$ cat config.mk
export PLATFORM = sky130hd
export DESIGN_NAME = byte_alu_unit
export DESIGN_NICKNAME = d
export VERILOG_FILES = /design/src/rtl/alu_pkg.sv /design/src/rtl/alu_decode.sv /design/src/rtl/alu_arith.sv /design/src/rtl/alu_logic.sv /design/src/rtl/flag_reg.sv /design/src/rtl/byte_alu_unit.sv
export SDC_FILE = /design/constraint.sdc
export NUM_CORES = 1
export LEC_CHECK = 0
export BUFFER_PORTS_ARGS = -buffer_cell sky130_fd_sc_hd__buf_4
export CAP_MARGIN = 0
export CORE_AREA = 2 2 119 63
export CTS_BUF_LIST = sky130_fd_sc_hd__clkbuf_4 sky130_fd_sc_hd__clkbuf_8 sky130_fd_sc_hd__clkbuf_16
export DETAILED_ROUTE_END_ITERATION = 16
export DIE_AREA = 0 0 121 65
export HOLD_SLACK_MARGIN = 0.15
export PLACE_DENSITY_LB_ADDON = 0.08
export SYNTH_ARGS = -nofsm -noshare
export SYNTH_HDL_FRONTEND = slang
export SYNTH_SLANG_ARGS = --single-unit
export TNS_END_PERCENT = 30
$ cat constraint.sdc
create_clock -name clk -period 5.9 [get_ports clk]
set_clock_uncertainty 0.15 [all_clocks]
set_input_delay 0.59 -clock clk [delete_from_list [all_inputs] [get_ports clk]]
set_output_delay 0.59 -clock clk [all_outputs]
set_load 0.02 [all_outputs]
$ cat src/rtl/alu_pkg.sv
package alu_pkg;

  typedef enum logic [3:0] {
    K_NONE, K_LOAD, K_AND, K_OR, K_XOR, K_TEST,
    K_CMP, K_ADD, K_ADDC, K_SUB, K_SUBC
  } alu_kind_e;

  localparam int OPC_HI_W = 5;

  localparam logic [OPC_HI_W-1:0] P_LOAD = 5'b00000;
  localparam logic [OPC_HI_W-1:0] P_AND  = 5'b00101;
  localparam logic [OPC_HI_W-1:0] P_OR   = 5'b00110;
  localparam logic [OPC_HI_W-1:0] P_XOR  = 5'b00111;
  localparam logic [OPC_HI_W-1:0] P_TEST = 5'b01001;
  localparam logic [OPC_HI_W-1:0] P_CMP  = 5'b01010;
  localparam logic [OPC_HI_W-1:0] P_ADD  = 5'b01100;
  localparam logic [OPC_HI_W-1:0] P_ADDC = 5'b01101;
  localparam logic [OPC_HI_W-1:0] P_SUB  = 5'b01110;
  localparam logic [OPC_HI_W-1:0] P_SUBC = 5'b01111;

  function automatic alu_kind_e kind_of(input logic [OPC_HI_W-1:0] pf);
    case (pf)
      P_LOAD:  return K_LOAD;
      P_AND:   return K_AND;
      P_OR:    return K_OR;
      P_XOR:   return K_XOR;
      P_TEST:  return K_TEST;
      P_CMP:   return K_CMP;
      P_ADD:   return K_ADD;
      P_ADDC:  return K_ADDC;
      P_SUB:   return K_SUB;
      P_SUBC:  return K_SUBC;
      default: return K_NONE;
    endcase
  endfunction

endpackage

$ cat src/rtl/alu_decode.sv
module alu_decode
  import alu_pkg::*;
#(
  parameter int DATA_W = 8,
  parameter int SEL_W  = 4,
  localparam int INSTR_W = OPC_HI_W + 1 + SEL_W + DATA_W
) (
  input  logic [INSTR_W-1:0] instr,
  input  logic [DATA_W-1:0]  src_val,
  output alu_kind_e          kind,
  output logic [SEL_W-1:0]   dst_sel,
  output logic [SEL_W-1:0]   src_sel,
  output logic [DATA_W-1:0]  opnd_b
);
  localparam int SEL_BIT = DATA_W + SEL_W;

  logic              use_reg;
  logic [DATA_W-1:0] imm;

  always_comb begin
    kind    = kind_of(instr[INSTR_W-1 -: OPC_HI_W]);
    use_reg = instr[SEL_BIT];
    dst_sel = instr[SEL_BIT-1 -: SEL_W];
    imm     = instr[DATA_W-1:0];
    src_sel = imm[DATA_W-1 -: SEL_W];
    opnd_b  = use_reg ? src_val : imm;
  end
endmodule

$ cat src/rtl/alu_arith.sv
module alu_arith
  import alu_pkg::*;
#(
  parameter int DATA_W = 8
) (
  input  alu_kind_e         kind,
  input  logic [DATA_W-1:0] opnd_a,
  input  logic [DATA_W-1:0] opnd_b,
  input  logic              carry_in,
  output logic [DATA_W-1:0] result,
  output logic              carry_out
);
  logic              subtract;
  logic              chain;
  logic [DATA_W:0]   ext_a;
  logic [DATA_W:0]   ext_b;
  logic [DATA_W:0]   ext_c;
  logic [DATA_W:0]   total;

  always_comb begin
    subtract = (kind == K_SUB) || (kind == K_SUBC) || (kind == K_CMP);
    chain    = (kind == K_ADDC) || (kind == K_SUBC);
    ext_a    = {1'b0, opnd_a};
    ext_b    = {1'b0, opnd_b};
    ext_c    = {{DATA_W{1'b0}}, chain & carry_in};
    if (subtract) total = ext_a - ext_b - ext_c;
    else          total = ext_a + ext_b + ext_c;
    result    = total[DATA_W-1:0];
    carry_out = total[DATA_W];
  end
endmodule

$ cat src/rtl/alu_logic.sv
module alu_logic
  import alu_pkg::*;
#(
  parameter int DATA_W = 8
) (
  input  alu_kind_e         kind,
  input  logic [DATA_W-1:0] opnd_a,
  input  logic [DATA_W-1:0] opnd_b,
  output logic [DATA_W-1:0] result,
  output logic              parity
);
  logic [DATA_W-1:0] conj;
  logic [DATA_W:0]   par_chain;

  assign conj         = opnd_a & opnd_b;
  assign par_chain[0] = 1'b0;

  for (genvar i = 0; i < DATA_W; i++) begin : g_par
    assign par_chain[i+1] = par_chain[i] ^ conj[i];
  end

  assign parity = par_chain[DATA_W];

  always_comb begin
    case (kind)
      K_OR:    result = opnd_a | opnd_b;
      K_XOR:   result = opnd_a ^ opnd_b;
      default: result = conj;
    endcase
  end
endmodule

$ cat src/rtl/flag_reg.sv
module flag_reg (
  input  logic clk,
  input  logic rst_n,
  input  logic load_en,
  input  logic carry_d,
  input  logic zero_d,
  output logic carry_q,
  output logic zero_q
);
  logic carry_nx;
  logic zero_nx;

  always_comb begin
    carry_nx = carry_q;
    zero_nx  = zero_q;
    if (load_en) begin
      carry_nx = carry_d;
      zero_nx  = zero_d;
    end
  end

  always_ff @(posedge clk or negedge rst_n) begin
    if (!rst_n) begin
      carry_q <= 1'b0;
      zero_q  <= 1'b0;
    end else begin
      carry_q <= carry_nx;
      zero_q  <= zero_nx;
    end
  end
endmodule

$ cat src/rtl/byte_alu_unit.sv
module byte_alu_unit
  import alu_pkg::*;
#(
  parameter int DATA_W = 8,
  parameter int SEL_W  = 4,
  localparam int INSTR_W = OPC_HI_W + 1 + SEL_W + DATA_W
) (
  input  logic               clk,
  input  logic               rst_n,
  input  logic [INSTR_W-1:0] instr,
  input  logic [DATA_W-1:0]  dst_val,
  input  logic [DATA_W-1:0]  src_val,
  output logic [SEL_W-1:0]   dst_sel,
  output logic [SEL_W-1:0]   src_sel,
  output logic [DATA_W-1:0]  wr_data,
  output logic               wr_en,
  output logic               flag_we,
  output logic               carry_next,
  output logic               zero_next,
  output logic               carry_flag,
  output logic               zero_flag
);
  alu_kind_e         kind;
  logic [DATA_W-1:0] opnd_b;
  logic [DATA_W-1:0] arith_res;
  logic              arith_cy;
  logic [DATA_W-1:0] logic_res;
  logic              logic_par;

  alu_decode #(.DATA_W(DATA_W), .SEL_W(SEL_W)) u_dec (
    .instr   (instr),
    .src_val (src_val),
    .kind    (kind),
    .dst_sel (dst_sel),
    .src_sel (src_sel),
    .opnd_b  (opnd_b)
  );

  alu_arith #(.DATA_W(DATA_W)) u_arith (
    .kind      (kind),
    .opnd_a    (dst_val),
    .opnd_b    (opnd_b),
    .carry_in  (carry_flag),
    .result    (arith_res),
    .carry_out (arith_cy)
  );

  alu_logic #(.DATA_W(DATA_W)) u_logic (
    .kind   (kind),
    .opnd_a (dst_val),
    .opnd_b (opnd_b),
    .result (logic_res),
    .parity (logic_par)
  );

  always_comb begin
    wr_en      = 1'b0;
    wr_data    = '0;
    flag_we    = 1'b0;
    carry_next = carry_flag;
    zero_next  = zero_flag;
    case (kind)
      K_LOAD: begin
        wr_en   = 1'b1;
        wr_data = opnd_b;
      end
      K_AND, K_OR, K_XOR: begin
        wr_en      = 1'b1;
        wr_data    = logic_res;
        flag_we    = 1'b1;
        carry_next = 1'b0;
        zero_next  = (logic_res == '0);
      end
      K_TEST: begin
        flag_we    = 1'b1;
        carry_next = logic_par;
        zero_next  = (logic_res == '0);
      end
      K_CMP: begin
        flag_we    = 1'b1;
        carry_next = arith_cy;
        zero_next  = (arith_res == '0);
      end
      K_ADD, K_ADDC, K_SUB, K_SUBC: begin
        wr_en      = 1'b1;
        wr_data    = arith_res;
        flag_we    = 1'b1;
        carry_next = arith_cy;
        zero_next  = (arith_res == '0);
      end
      default: ;
    endcase
  end

  flag_reg u_flags (
    .clk     (clk),
    .rst_n   (rst_n),
    .load_en (flag_we),
    .carry_d (carry_next),
    .zero_d  (zero_next),
    .carry_q (carry_flag),
    .zero_q  (zero_flag)
  );
endmodule

Word level (Yosys, flattened, before mapping). Memory sizes are Yosys's and may differ from the RTL's. Index checks and enable logic that the tools add are counted.

Output and inout bits: 22. Memories: 1. Flip-flop bits (word level): 2. Word-level logic and storage cells: 48. Memory bits (read-only): 64. Input bits: 36.

Equality and inequality tests: 10. Reduce and logical (&&, ||, !) cells: 11. Add/sub/neg operators: 4. Bitwise logic cells: 11. Mux-type cells: 9.

Memory list: (name not given) (depth 16, width 4, read ports 1, clocked after memory_dff 0, wr ports 0, line alu_pkg.sv:22) `case (pf)`.

Operators by type and width (number): 8-bit one-hot mux with 3 select lines (1); 4-bit by 3-bit == test with 1-bit output, second input constant (4); 8-bit zero test (2); 8-bit one-hot mux with 2 select lines (1); 4-bit == test, second input constant (3); 8-bit by 8-bit adder with 9-bit output (1); 9-bit by 1-bit adder with 9-bit output (1); 9-bit two-way mux (1); 9-bit OR reduction (1); 8-bit by 8-bit subtractor with 9-bit output (1); 9-bit by 1-bit subtractor with 9-bit output (1); 8-bit bitwise AND (1); 4-bit by 2-bit == test with 1-bit output, second input constant (2); 8-bit two-way mux (1); 8-bit OR (1); 4-bit OR reduction (2); 8-bit OR reduction (1); 8-bit XOR (1); 1-bit XOR (7); 5-bit OR reduction (1); 4-bit by 1-bit == test with 1-bit output, second input constant (1); 4-bit two-way mux (1); 1-bit logical OR (3); 1-bit one-hot mux with 3 select lines (1); 4 further kinds (5).

Depth between registers and ports, before layout. Gate-level depths: netlist of the first run.

Depth in word-level cells: 10. Mapped depth: 18. Gate-level depth less buffers: 18.

Cells and area by module. Synthesis of the first run repeated with hierarchy kept, for this count alone.

Cell total of the unflattened synthesis: 270. Area total of the unflattened synthesis: 2215.9 um^2.

Modules (own cells, without submodules): alu_arith (cells each 122, times used 1, seq. area each 0.0 um^2, area an instance 949.7 um^2); alu_logic (cells each 60, times used 1, seq. area each 0.0 um^2, area an instance 491.7 um^2); byte_alu_unit (cells each 50, times used 1, seq. area each 0.0 um^2, area an instance 381.6 um^2); alu_decode (cells each 34, times used 1, seq. area each 0.0 um^2, area an instance 320.3 um^2); flag_reg (cells each 4, times used 1, seq. area each 50.0 um^2, area an instance 72.6 um^2).

Least setup slack after synthesis of the first run. Ideal clock, no wire load.

Kind: input to output. Start: in instr[13]. End: out zero_next. Slack: 0.785 ns. Buffers on the path: 0. Data required time: 5.160 ns. Stages: 18. Arrival time: 4.375 ns. Cell sequence: clkinv_1 ha_1 mux4_2 or2b_1 nand3_1 fa_1 inv_1 ha_1 nor2_1 fa_1 nand2b_1 a21oi_1 xnor2_1 or3_1 or4_1 o31ai_1 nand4b_1 nand3_1.

Cells in the longest elaborated chain, start to end: 9. Elaborated cells on any way between the ends: 24. Classes of those cells: add/sub: 2; eq/ne: 9; mux: 4; bitwise: 1; reduce/logical: 7; memory: 1.

RTL lines: from (decl) (line byte_alu_unit.sv:10) `input logic [INSTR_W-1:0] instr,`; memory read 16 x 4 bit (*); 4-bit two-way mux (*) (line alu_pkg.sv:22); 4-bit == test (on tied branches) (line alu_arith.sv:22, byte_alu_unit.sv:62, alu_arith.sv:21); 1-bit logical OR (line alu_arith.sv:22) `chain = (kind == K_ADDC) || (kind == K_SUBC);`; 1-bit bitwise AND (line alu_arith.sv:25) `ext_c = {{DATA_W{1'b0}}, chain & carry_in};`; 9-bit by 1-bit adder with 9-bit output / 9-bit by 1-bit subtractor with 9-bit output (equally long branches) (line alu_arith.sv:27, alu_arith.sv:26); 9-bit two-way mux (line alu_arith.sv:26) `if (subtract) total = ext_a - ext_b - ext_c;`; 8-bit zero test (line byte_alu_unit.sv:82, byte_alu_unit.sv:89); 1-bit one-hot mux with 2 select lines (*) (line byte_alu_unit.sv:62) `case (kind)`; to (decl) (line byte_alu_unit.sv:19) `output logic zero_next,`.

Mark *: on every way between the ends. The rest lies on a longest branch, timed or not.

Worst setup path in the final report of the first run. Same ends and word-level chain as after synthesis.

==> results of run 1 <==
[state kept, by name, indices dropped and copies added, names as in the netlist]
signal,count
u_flags.carry_q,1
u_flags.zero_q,1
[layer usage]
layer	global-route usage, %	vias to the layer above
met5	0	-
met4	2.035	0
met3	1.849	5
met2	19.87	67
met1	29.09	889
li1	-	981
[what timing repair did]
| item | in CTS | in global routing |
|---|---|---|
| hold buffers | 1 | 0 |
| gates resized for setup | 0 | 3 |
| setup buffers | 0 | 2 |
| endpoints found under the setup margin | 0 | 1 |
| hold endpoints to repair | 2 | 0 |
[cell families after synthesis]
family / count (synthesis)
compound gates: 58
xor+xnor: 22
fa+ha+maj: 39
buf+inv: 51
flops: 2
mux: 18
simple gates: 66
[power by group through the flow]
stage | Clock [W] | Sequential, W | Combinational [W]
detailed placement | 0 | 0.0000188 | 0.000289
floorplan | 0 | 0.0000207 | 0.000201
global route | 0.000108 | 0.0000191 | 0.000326
CTS | 0.000107 | 0.0000187 | 0.000292
finish | 0.000104 | 0.0000186 | 0.000297
global placement | 0 | 0.0000190 | 0.000297
[stage by stage]
step	cell area (um2)	total power [W]	cells	utilization (%)
global route	2507	0.0004532	394	36.00
global placement	2399	0.0003155	388	34.44
floorplan	2009	0.0002220	256	-
detailed placement	2399	0.0003080	388	34.44
finish	2507	0.0004194	394	36.00
CTS	2484	0.0004172	392	35.66
[placed cells by master (no fill, tap or decap), types with 2 or more instances in the layout]
master     count
nor3_1         3
nand3b_1       4
nand4_1        2
fa_1           3
o21a_1         2
a32o_1         6
inv_1         36
nor2b_1        5
buf_4         51
nand3_1        7
a21oi_2        2
a21o_1         4
or3_1          3
nand2_1        7
o21ai_0        7
o221ai_1       8
xor2_1         7
xnor2_1       15
mux2i_1       15
clkbuf_16      3
nand2b_1      10
dfrtp_1        2
o21ai_1        2
mux2_2         2
a21oi_1       17
nor2_1        14
ha_1          34
[area by class of cell]
cell class	count	area, um2
Timing Repair Buffer	52	392.9
Multi-Input combinational cell	203	1727
Fill cell	743	4457
Sequential cell	2	50.05
Tap cell	96	120.1
Clock buffer	3	75.07
Inverter	38	142.6
[worst paths after layout]
| path | start | endpoint | slack [ns] | cells after the start |
|---|---|---|---|---|
| worst min-delay path | u_flags.zero_q$_DFFE_PN0P_ | u_flags.zero_q$_DFFE_PN0P_ | 0.39 | 2 |
| worst min register to register | u_flags.zero_q$_DFFE_PN0P_ | u_flags.zero_q$_DFFE_PN0P_ | 0.39 | 2 |
| max in group asynchronous | rst_n | u_flags.carry_q$_DFFE_PN0P_ | 4.96 | 2 |
| worst max-delay path | instr[13] | zero_next | 0.26 | 20 |
| worst max register to register | u_flags.carry_q$_DFFE_PN0P_ | u_flags.zero_q$_DFFE_PN0P_ | 2.29 | 14 |
| min in group asynchronous | rst_n | u_flags.zero_q$_DFFE_PN0P_ | 0.54 | 2 |
[worst max-delay path, stage by stage]
cell	delay, ns
buf_4	0.09
clkinv_1	0.11
ha_1	0.24
mux4_2	0.51
or2b_1	0.21
nand3_1	0.15
fa_2	0.61
inv_1	0.07
ha_1	0.19
nor2_1	0.13
fa_1	0.21
nand2b_1	0.08
a21oi_2	0.17
xnor2_1	0.10
or3_1	0.41
or4_1	0.51
o31ai_1	0.08
nand4b_1	0.16
nand3_1	0.12
buf_4	0.14
==> flow_summary.toml, run 1 <==
[status]
status = "finished, final reports clean"

[synth]
synth_edf_count = 0
syn_area_um2 = 2009
yosys_warnings = 0
syn_inst = 256
synth_top_area_cell = "ha_1"
muxShareOfSynthArea_pct = 9.714
synth_fa_ha_area_share_pct = 25.78
synth_common_cells = "inv_1, ha_1, a21oi_1, mux2i_1, xnor2_1"
syn_nets = 331
synth_compound_area_share_pct = 21.30
synth.most_common_cell = "inv_1"
ys_types = 53
ys_ff_latch = 2
async_flop_share_pct = 100.0
synthTopCellsByArea = "ha_1, mux2i_1, inv_1"
avgSynthCellArea_um2 = 7.849
synth_top_cell_area_share_pct = 21.79
synth_top_family_by_area = "adder cells"
synth-main-ff-cell = "dfrtp_1"
ys_seq_area_share_pct = 2.491
synthXorXnorAreaFrac_pct = 9.589
synth-simple-area-share_pct = 19.12

[timing]
worst_slack_ns = 0.2627
period_minus_slack_ns = 5.637
hold-worst-slack_ns = 0.3908
slew_headroom_pct = 34.98
setup_viol = 0
maxSlewViolCount = 0
rsz0062_at_grt = "false"
finalSetupTns_ns = 0
period_share_pct = 95.55
max_freq_mhz = 177.4
tightest_slew_ns = 0.9753
hold_viol = 0

[clock_tree]
cts.sinks = 2
clkLatencyLatePin_ns = 0.22
cts_buffers = 3
root_buffer = "clkbuf_16"
cts.clk_slew.worst_paths_ns = 0.03
htreeDepth = 1
clock_path_buffers = 2
cts_tree = "done"

[global_routing]
grt_max_degree = 11
grt_pass1_vias = 1727
antenna_found_initial = 0
gr-total-overflow = 0
grt_pass1_wl_um = 9991
track_usage_pct = 16.47

[critical_path]
critPathKind = "in -> out"
critPathLaunchType = "input port"
end_kind = "output pin"
worstPathMaxFanout = 5
critical_path_required_ns = 5.16
worstPathArrival_ns = 4.90

[placement]
dp_hpwl_um = 5261
gp_congestion = 0.8152
io_buffers = 49
place_ws_ns = 0.1498

[power]
pwr-share-comb_pct = 70.8
max-vdd-ir-drop_uv = 69.39
switchingPower_w = 0.0001898
pwr-share-seq_pct = 4.4
leakage_nw = 1.253
p_sw_share_pct = 45.26
power.density_nw_per_um2 = 167.3
p_clk_share_pct = 24.8
intPower_w = 0.0002296

[route]
post_drt_wl_per_cell_um = 16.12
first_pass_iters = 4
drt-initial-drc-count = 122
highest_layer = "met4"
wl_met2_um = 2191
wl_met3_um = 420
wl_um = 6351
met1Wirelength_um = 3713
drc_errors = 0
vias_per_cell = 4.929
num_vias = 1942
drtAntennaViolNets = 0

[die]
die_h_um = 65
floorplan.die_area_um2 = 7865
pin_count = 58
die_width_um = 121
rows = 22
core_um2 = 6964
start_util_pct = 28.85

[worst_hold_path]
min-delay-path-class = "reg -> reg"

[layout]
finalNetCount = 375
layout-drive-gt1-share_pct = 22.48
area_growth_pct = 24.78
num_antenna_cells = 0

[run]
maxCapViolCount = 0
No activity file was read; power rests on OpenSTA's default activity.
==> inputs of run 2 (changes only) <==
--- a/config.mk
+++ b/config.mk
@@ -6,8 +6,8 @@
 export NUM_CORES = 1
 export LEC_CHECK = 0
-export BUFFER_PORTS_ARGS = -buffer_cell sky130_fd_sc_hd__buf_4
+export BUFFER_PORTS_ARGS = -buffer_cell sky130_fd_sc_hd__buf_2
 export CAP_MARGIN = 0
 export CORE_AREA = 2 2 119 63
-export CTS_BUF_LIST = sky130_fd_sc_hd__clkbuf_4 sky130_fd_sc_hd__clkbuf_8 sky130_fd_sc_hd__clkbuf_16
+export CTS_BUF_LIST = sky130_fd_sc_hd__clkbuf_8
 export DETAILED_ROUTE_END_ITERATION = 16
 export DIE_AREA = 0 0 121 65
==> constraint.sdc (replaced) <==
create_clock -name clk -period 5.9 [get_ports clk]
set_clock_uncertainty 0.15 [all_clocks]
set_input_delay 0.295 -clock clk [delete_from_list [all_inputs] [get_ports clk]]
set_output_delay 0.295 -clock clk [all_outputs]
set_load 0.02 [all_outputs]
==> run 2 against run 1 <==
Die area unchanged. Critical endpoint unchanged. Register-to-register slack worse by 0.08 ns. Largest power group unchanged. Sequential power about the same. Maximum frequency up 7.8%. Largest cell class unchanged.
==> flow_summary.toml, run 2 (synthesized netlist as in run 1, its figures left out) <==
[status]
status = "finished, final reports clean"

[route]
first_pass_iters = 4
drtAntennaViolNets = 0
drt-initial-drc-count = 128
num_vias = 1944
drc_errors = 0
post_drt_wl_per_cell_um = 15.96
vias_per_cell = 4.959
wl_um = 6258

[placement]
placedCellCount = 388
place_ws_ns = 0.7302
io_buffers = 49
dp_hpwl_um = 5208
postPlaceCellArea_um2 = 2276
gp_congestion = 0.8195

[die]
die_h_um = 65
pin_count = 58
floorplan.die_area_um2 = 7865
start_util_pct = 28.85
core_um2 = 6964
die_width_um = 121
rows = 22

[clock_tree]
ctsHoldBuffers = 1
cts.sinks = 2
clock_path_buffers = 2
cts.clk_slew.worst_paths_ns = 0.03
cts_buffers = 3
cts_tree = "done"
htreeDepth = 1
cts_resized = 0
clkLatencyLatePin_ns = 0.21
root_buffer = "clkbuf_8"
cts_setup_buffers = 0

[timing]
slew_headroom_pct = 28.58
max_freq_mhz = 191.2
setup_viol = 0
hold_viol = 0
period_minus_slack_ns = 5.231
tightest_slew_ns = 1.071
period_share_pct = 88.66
finalSetupTns_ns = 0
worst_slack_ns = 0.6688
rsz0062_at_grt = "false"
maxSlewViolCount = 0

[run]
maxCapViolCount = 0

[critical_path]
worstPathMaxFanout = 6
r2r_start = "u_flags.carry_q$_DFFE_PN0P_"
end_kind = "output pin"
critical_path_required_ns = 5.45
r2r_end = "u_flags.zero_q$_DFFE_PN0P_"
ff2ff_path_depth = 14
path_delay_family = "simple AND/OR/NAND/NOR gates"
critPathMaxStageDelay_ns = 0.61
path_buf_inv = 4
worstPathArrival_ns = 4.79
path_cells = "buf_2 -> clkinv_1 -> ha_1 -> mux4_2 -> or2b_1 -> nand3_1 -> fa_1 -> inv_1 -> ha_1 -> nor2_1 -> fa_1 -> nand2b_1 -> a21oi_1 -> xnor2_1 -> or3_1 -> or4_1 -> o31ai_1 -> nand4b_1 -> nand3_1 -> buf_2"
crit_slowest_cell = "fa_1"
reg2reg_slack_ns = 2.21
critPathLaunchType = "input port"
critPathKind = "in -> out"

[global_routing]
grt_pass1_vias = 1719
grt_max_degree = 11
track_usage_pct = 15.92
grt_pass1_wl_um = 9722
antenna_found_initial = 0
gr-total-overflow = 0

[layout]
num_antenna_cells = 0
final_common_cell = "buf_2"
fin_util_pct = 33.42
finalNetCount = 373
layout.cells.non_filler = 392
stdcell_area_um2 = 2327
n_fill_cell = 745
biggestRegsByFlops = "u_flags.carry_q x1, u_flags.zero_q x1"
area_growth_pct = 15.82
layout-drive-gt1-share_pct = 20.95
most-common-layout-cells = "buf_2, inv_1, ha_1"

[power]
power.density_nw_per_um2 = 151.3
p_sw_share_pct = 51.69
intPower_w = 0.0001701
p_clk_share_pct = 15.4
switchingPower_w = 0.0001821
pwr-share-comb_pct = 79.3
pwr-share-seq_pct = 5.2
max-vdd-ir-drop_uv = 59.77
leakage_nw = 1.197

[worst_hold_path]
min-delay-path-class = "in -> async"
run 2: worst register-to-register path, stage by stage, from the launching register on:
cell      delay [ns]
dfrtp_1         0.40
nand3_1         0.15
fa_1            0.61
inv_1           0.08
ha_1            0.19
nor2_1          0.13
fa_1            0.21
nand2b_1        0.06
a21oi_1         0.23
xnor2_1         0.12
or3_1           0.41
or4_1           0.52
o31ai_1         0.09
nand4b_1        0.18
nand3_1         0.11
run 2: through the flow:
stage / hold slack (ns) / total power, W
after floorplan: -0.1506 / 0.0002220
final: 0.2731 / 0.0003522
after global routing: 0.2714 / 0.0003847
after CTS: 0.2660 / 0.0003513
after global placement: -0.06630 / 0.0003006
after detailed placement: -0.06597 / 0.0002932
run 2: how the worst max path moves through the flow:
stage,to,cells past startpoint,start,slack (ns)
floorplan,zero_next,18,instr[13],1.38
global placement,zero_next,20,instr[13],0.84
detailed placement,zero_next,20,instr[13],0.73
CTS,zero_next,20,instr[13],0.72
global route,zero_next,20,instr[13],0.39
finish,zero_next,20,instr[13],0.67
run 2: routing by layer:
metal  wire, um  track usage, %
met5          0               0
met4          2          0.2907
met3        561           2.817
met2       2018           18.47
met1       3675           28.65
run 2: layout make-up:
cell class                      instances  area [um2]  area share (%)
Clock buffer                            3       41.29           1.774
Inverter                               38       142.6           6.129
Multi-Input combinational cell        203        1718           73.82
Sequential cell                         2       50.05           2.151
Tap cell                               96       120.1           5.161
Timing Repair Buffer                   50       255.2           10.97
run 2: power groups by stage:
stage | registers (W) | clock network [W] | logic, W
after floorplan | 0.0000207 | 0 | 0.000201
after global placement | 0.0000189 | 0 | 0.000282
after detailed placement | 0.0000186 | 0 | 0.000275
after CTS | 0.0000185 | 0.0000560 | 0.000277
after global routing | 0.0000187 | 0.0000574 | 0.000309
final | 0.0000185 | 0.0000544 | 0.000279
==> inputs of run 3 (changes only) <==
- CORE_AREA: 2 2 119 63 -> 2 2 125 66
- CTS_BUF_LIST: sky130_fd_sc_hd__clkbuf_8 -> not set
- DIE_AREA: 0 0 121 65 -> 0 0 127 68
- SYNTH_HIERARCHICAL: not set -> 1
==> run 3 against run 2 <==
Final cell count up 5.1%. Clock power up 89%. Cell area up 12%. Die area up 9.8%.
==> flow_summary.toml, run 3 <==
[status]
status = "finished, final reports clean"

[clock_tree]
cts.sinks = 2
cts.clk_slew.worst_paths_ns = 0.03
root_buffer = "clkbuf_16"
cts_buffers = 3
clkLatencyLatePin_ns = 0.22
clock_path_buffers = 2
cts_tree = "done"
htreeDepth = 1

[synth]
synth-main-ff-cell = "dfrtp_1"
ys_types = 55
synth_fa_ha_area_share_pct = 27.33
synth_top_family_by_area = "adder cells"
syn_nets = 352
synth-simple-area-share_pct = 18.69
synth_edf_count = 0
synth_top_cell_area_share_pct = 23.72
avgSynthCellArea_um2 = 8.207
async_flop_share_pct = 100.0
synth_common_cells = "inv_1, ha_1, nor2_1, a221o_1, xnor2_1"
synth.most_common_cell = "inv_1"
muxShareOfSynthArea_pct = 8.922
synth_compound_area_share_pct = 20.50
synthXorXnorAreaFrac_pct = 9.091
synth_top_area_cell = "ha_1"
ys_ff_latch = 2
yosys_warnings = 6
syn_area_um2 = 2216
synthTopCellsByArea = "ha_1, inv_1, a221o_1"
syn_inst = 270
ys_seq_area_share_pct = 2.259

[global_routing]
grt_max_degree = 16
grt_pass1_vias = 2025
track_usage_pct = 16.56
gr-total-overflow = 0
antenna_found_initial = 0
grt_pass1_wl_um = 11050

[critical_path]
worstPathArrival_ns = 4.42
critPathKind = "in -> out"
reg2reg_slack_ns = 2.26
crit_slowest_cell = "fa_1"
r2r_start = "u_flags/carry_q$_DFFE_PN0P_"
critical_path_required_ns = 5.45
path_cells = "buf_2 -> inv_1 -> ha_1 -> mux4_2 -> nor2b_4 -> inv_1 -> nand4_1 -> inv_1 -> fa_1 -> fa_1 -> a21bo_1 -> a21oi_1 -> a21oi_1 -> xnor2_1 -> mux2_2 -> nor4_1 -> nand2_1 -> o211ai_1 -> buf_2"
ff2ff_path_depth = 13
crit_top_cell = "inv_1"
critPathLaunchType = "input port"
critPathMaxStageDelay_ns = 0.42
r2r_end = "u_flags/zero_q$_DFFE_PN0P_"
worstPathMaxFanout = 10
end_kind = "output pin"

[timing]
period_share_pct = 82.51
slew_headroom_pct = 38.16
hold-worst-slack_ns = 0.2458
maxSlewViolCount = 0
tightest_slew_ns = 0.9247
max_freq_mhz = 205.4
period_minus_slack_ns = 4.868
finalSetupTns_ns = 0
setup_viol = 0
rsz0062_at_grt = "false"
hold_viol = 0
worst_slack_ns = 1.032

[die]
floorplan.die_area_um2 = 8636
die_h_um = 68
core_um2 = 7655
pin_count = 58
start_util_pct = 28.95
die_width_um = 127
rows = 23

[placement]
place_ws_ns = 1.054
gp_congestion = 0.8371
io_buffers = 49
dp_hpwl_um = 5522
placedCellCount = 408

[route]
vias_per_cell = 4.854
drtAntennaViolNets = 0
first_pass_iters = 4
wl_um = 6708
num_vias = 2000
drt-initial-drc-count = 105
post_drt_wl_per_cell_um = 16.28
drc_errors = 0

[layout]
layout.cells.non_filler = 412
biggestRegsByFlops = "u_flags/carry_q x1, u_flags/zero_q x1"
num_antenna_cells = 0
multiInputGateArea_um2 = 1879
layout-drive-gt1-share_pct = 27.88
seq_area_um2 = 50.05
area_growth_pct = 17.11
n_fill_cell = 810
finalNetCount = 396
final_common_cell = "buf_2"
most-common-layout-cells = "buf_2, inv_1, ha_1"

[power]
leakage_nw = 1.349
power.density_nw_per_um2 = 169.1
max-vdd-ir-drop_uv = 63.14

[worst_hold_path]
min-delay-path-class = "in -> async"

[run]
maxCapViolCount = 0
-- run 3: final cells by class --
class | instances | area share [%]
Multi-Input combinational cell | 205 | 72.42
Timing Repair Buffer | 54 | 10.99
Inverter | 48 | 6.943
Tap cell | 100 | 4.822
Clock buffer | 3 | 2.893
Sequential cell | 2 | 1.929
-- run 3: cell families after synthesis --
family	count (synthesis)
XOR/XNOR	23
AO/OA/AOI/OAI	54
flip-flops	2
buffers and inverters	63
adder cells (fa/ha/maj)	46
multiplexers	17
AND/OR/NAND/NOR	65
-- run 3: power breakdown --
group | total (W) | internal, W | switching (W)
combinational | 0.000313 | 0.000132 | 0.000181
sequential | 0.0000226 | 0.0000186 | 0.00000398
clock | 0.000103 | 0.0000863 | 0.0000166
total | 0.000439 | 0.000237 | 0.000202
-- run 3: worst max-delay path by stage --
stage	from	end	slack, ns	depth (start not counted)
floorplan	instr[13]	u_flags/zero_q$_DFFE_PN0P_	1.78	16
global placement	instr[13]	zero_next	1.28	19
detailed placement	instr[13]	zero_next	1.05	19
CTS	instr[13]	zero_next	1.04	19
global route	instr[13]	zero_next	0.72	19
finish	instr[13]	zero_next	1.03	19
-- run 3: metrics by stage --
stage | area [um2] | utilization [%] | power [W]
floorplan | 2216 | - | 0.0002521
global placement | 2510 | 32.79 | 0.0003349
detailed placement | 2510 | 32.79 | 0.0003323
CTS | 2595 | 33.90 | 0.0004395
global route | 2595 | 33.90 | 0.0004779
finish | 2595 | 33.90 | 0.0004388
-- run 3: what timing repair did --
action / 4_1_cts / 5_1_grt
setup buffers: 0 / 0
gates resized for setup: 0 / 0
endpoints found under the hold margin: 2 / 0
hold buffers: 1 / 0
-- run 3: routing by layer --
metal	share of wire, %	global-route usage [%]
met1	59	26.90
met2	34	23.25
met3	6.0	1.173
met4	0.66	3.022
met5	0	0
-- run 3: critical path, delay by kind of cell --
family / cells / cell delay [ns]
buffers and inverters: 5 / 0.66
and+or+nand+nor: 4 / 0.95
adders and majority gates: 3 / 1.03
xor gates and xnor gates: 1 / 0.14
muxes: 2 / 0.50
AOI/OAI and AO/OA: 4 / 0.86
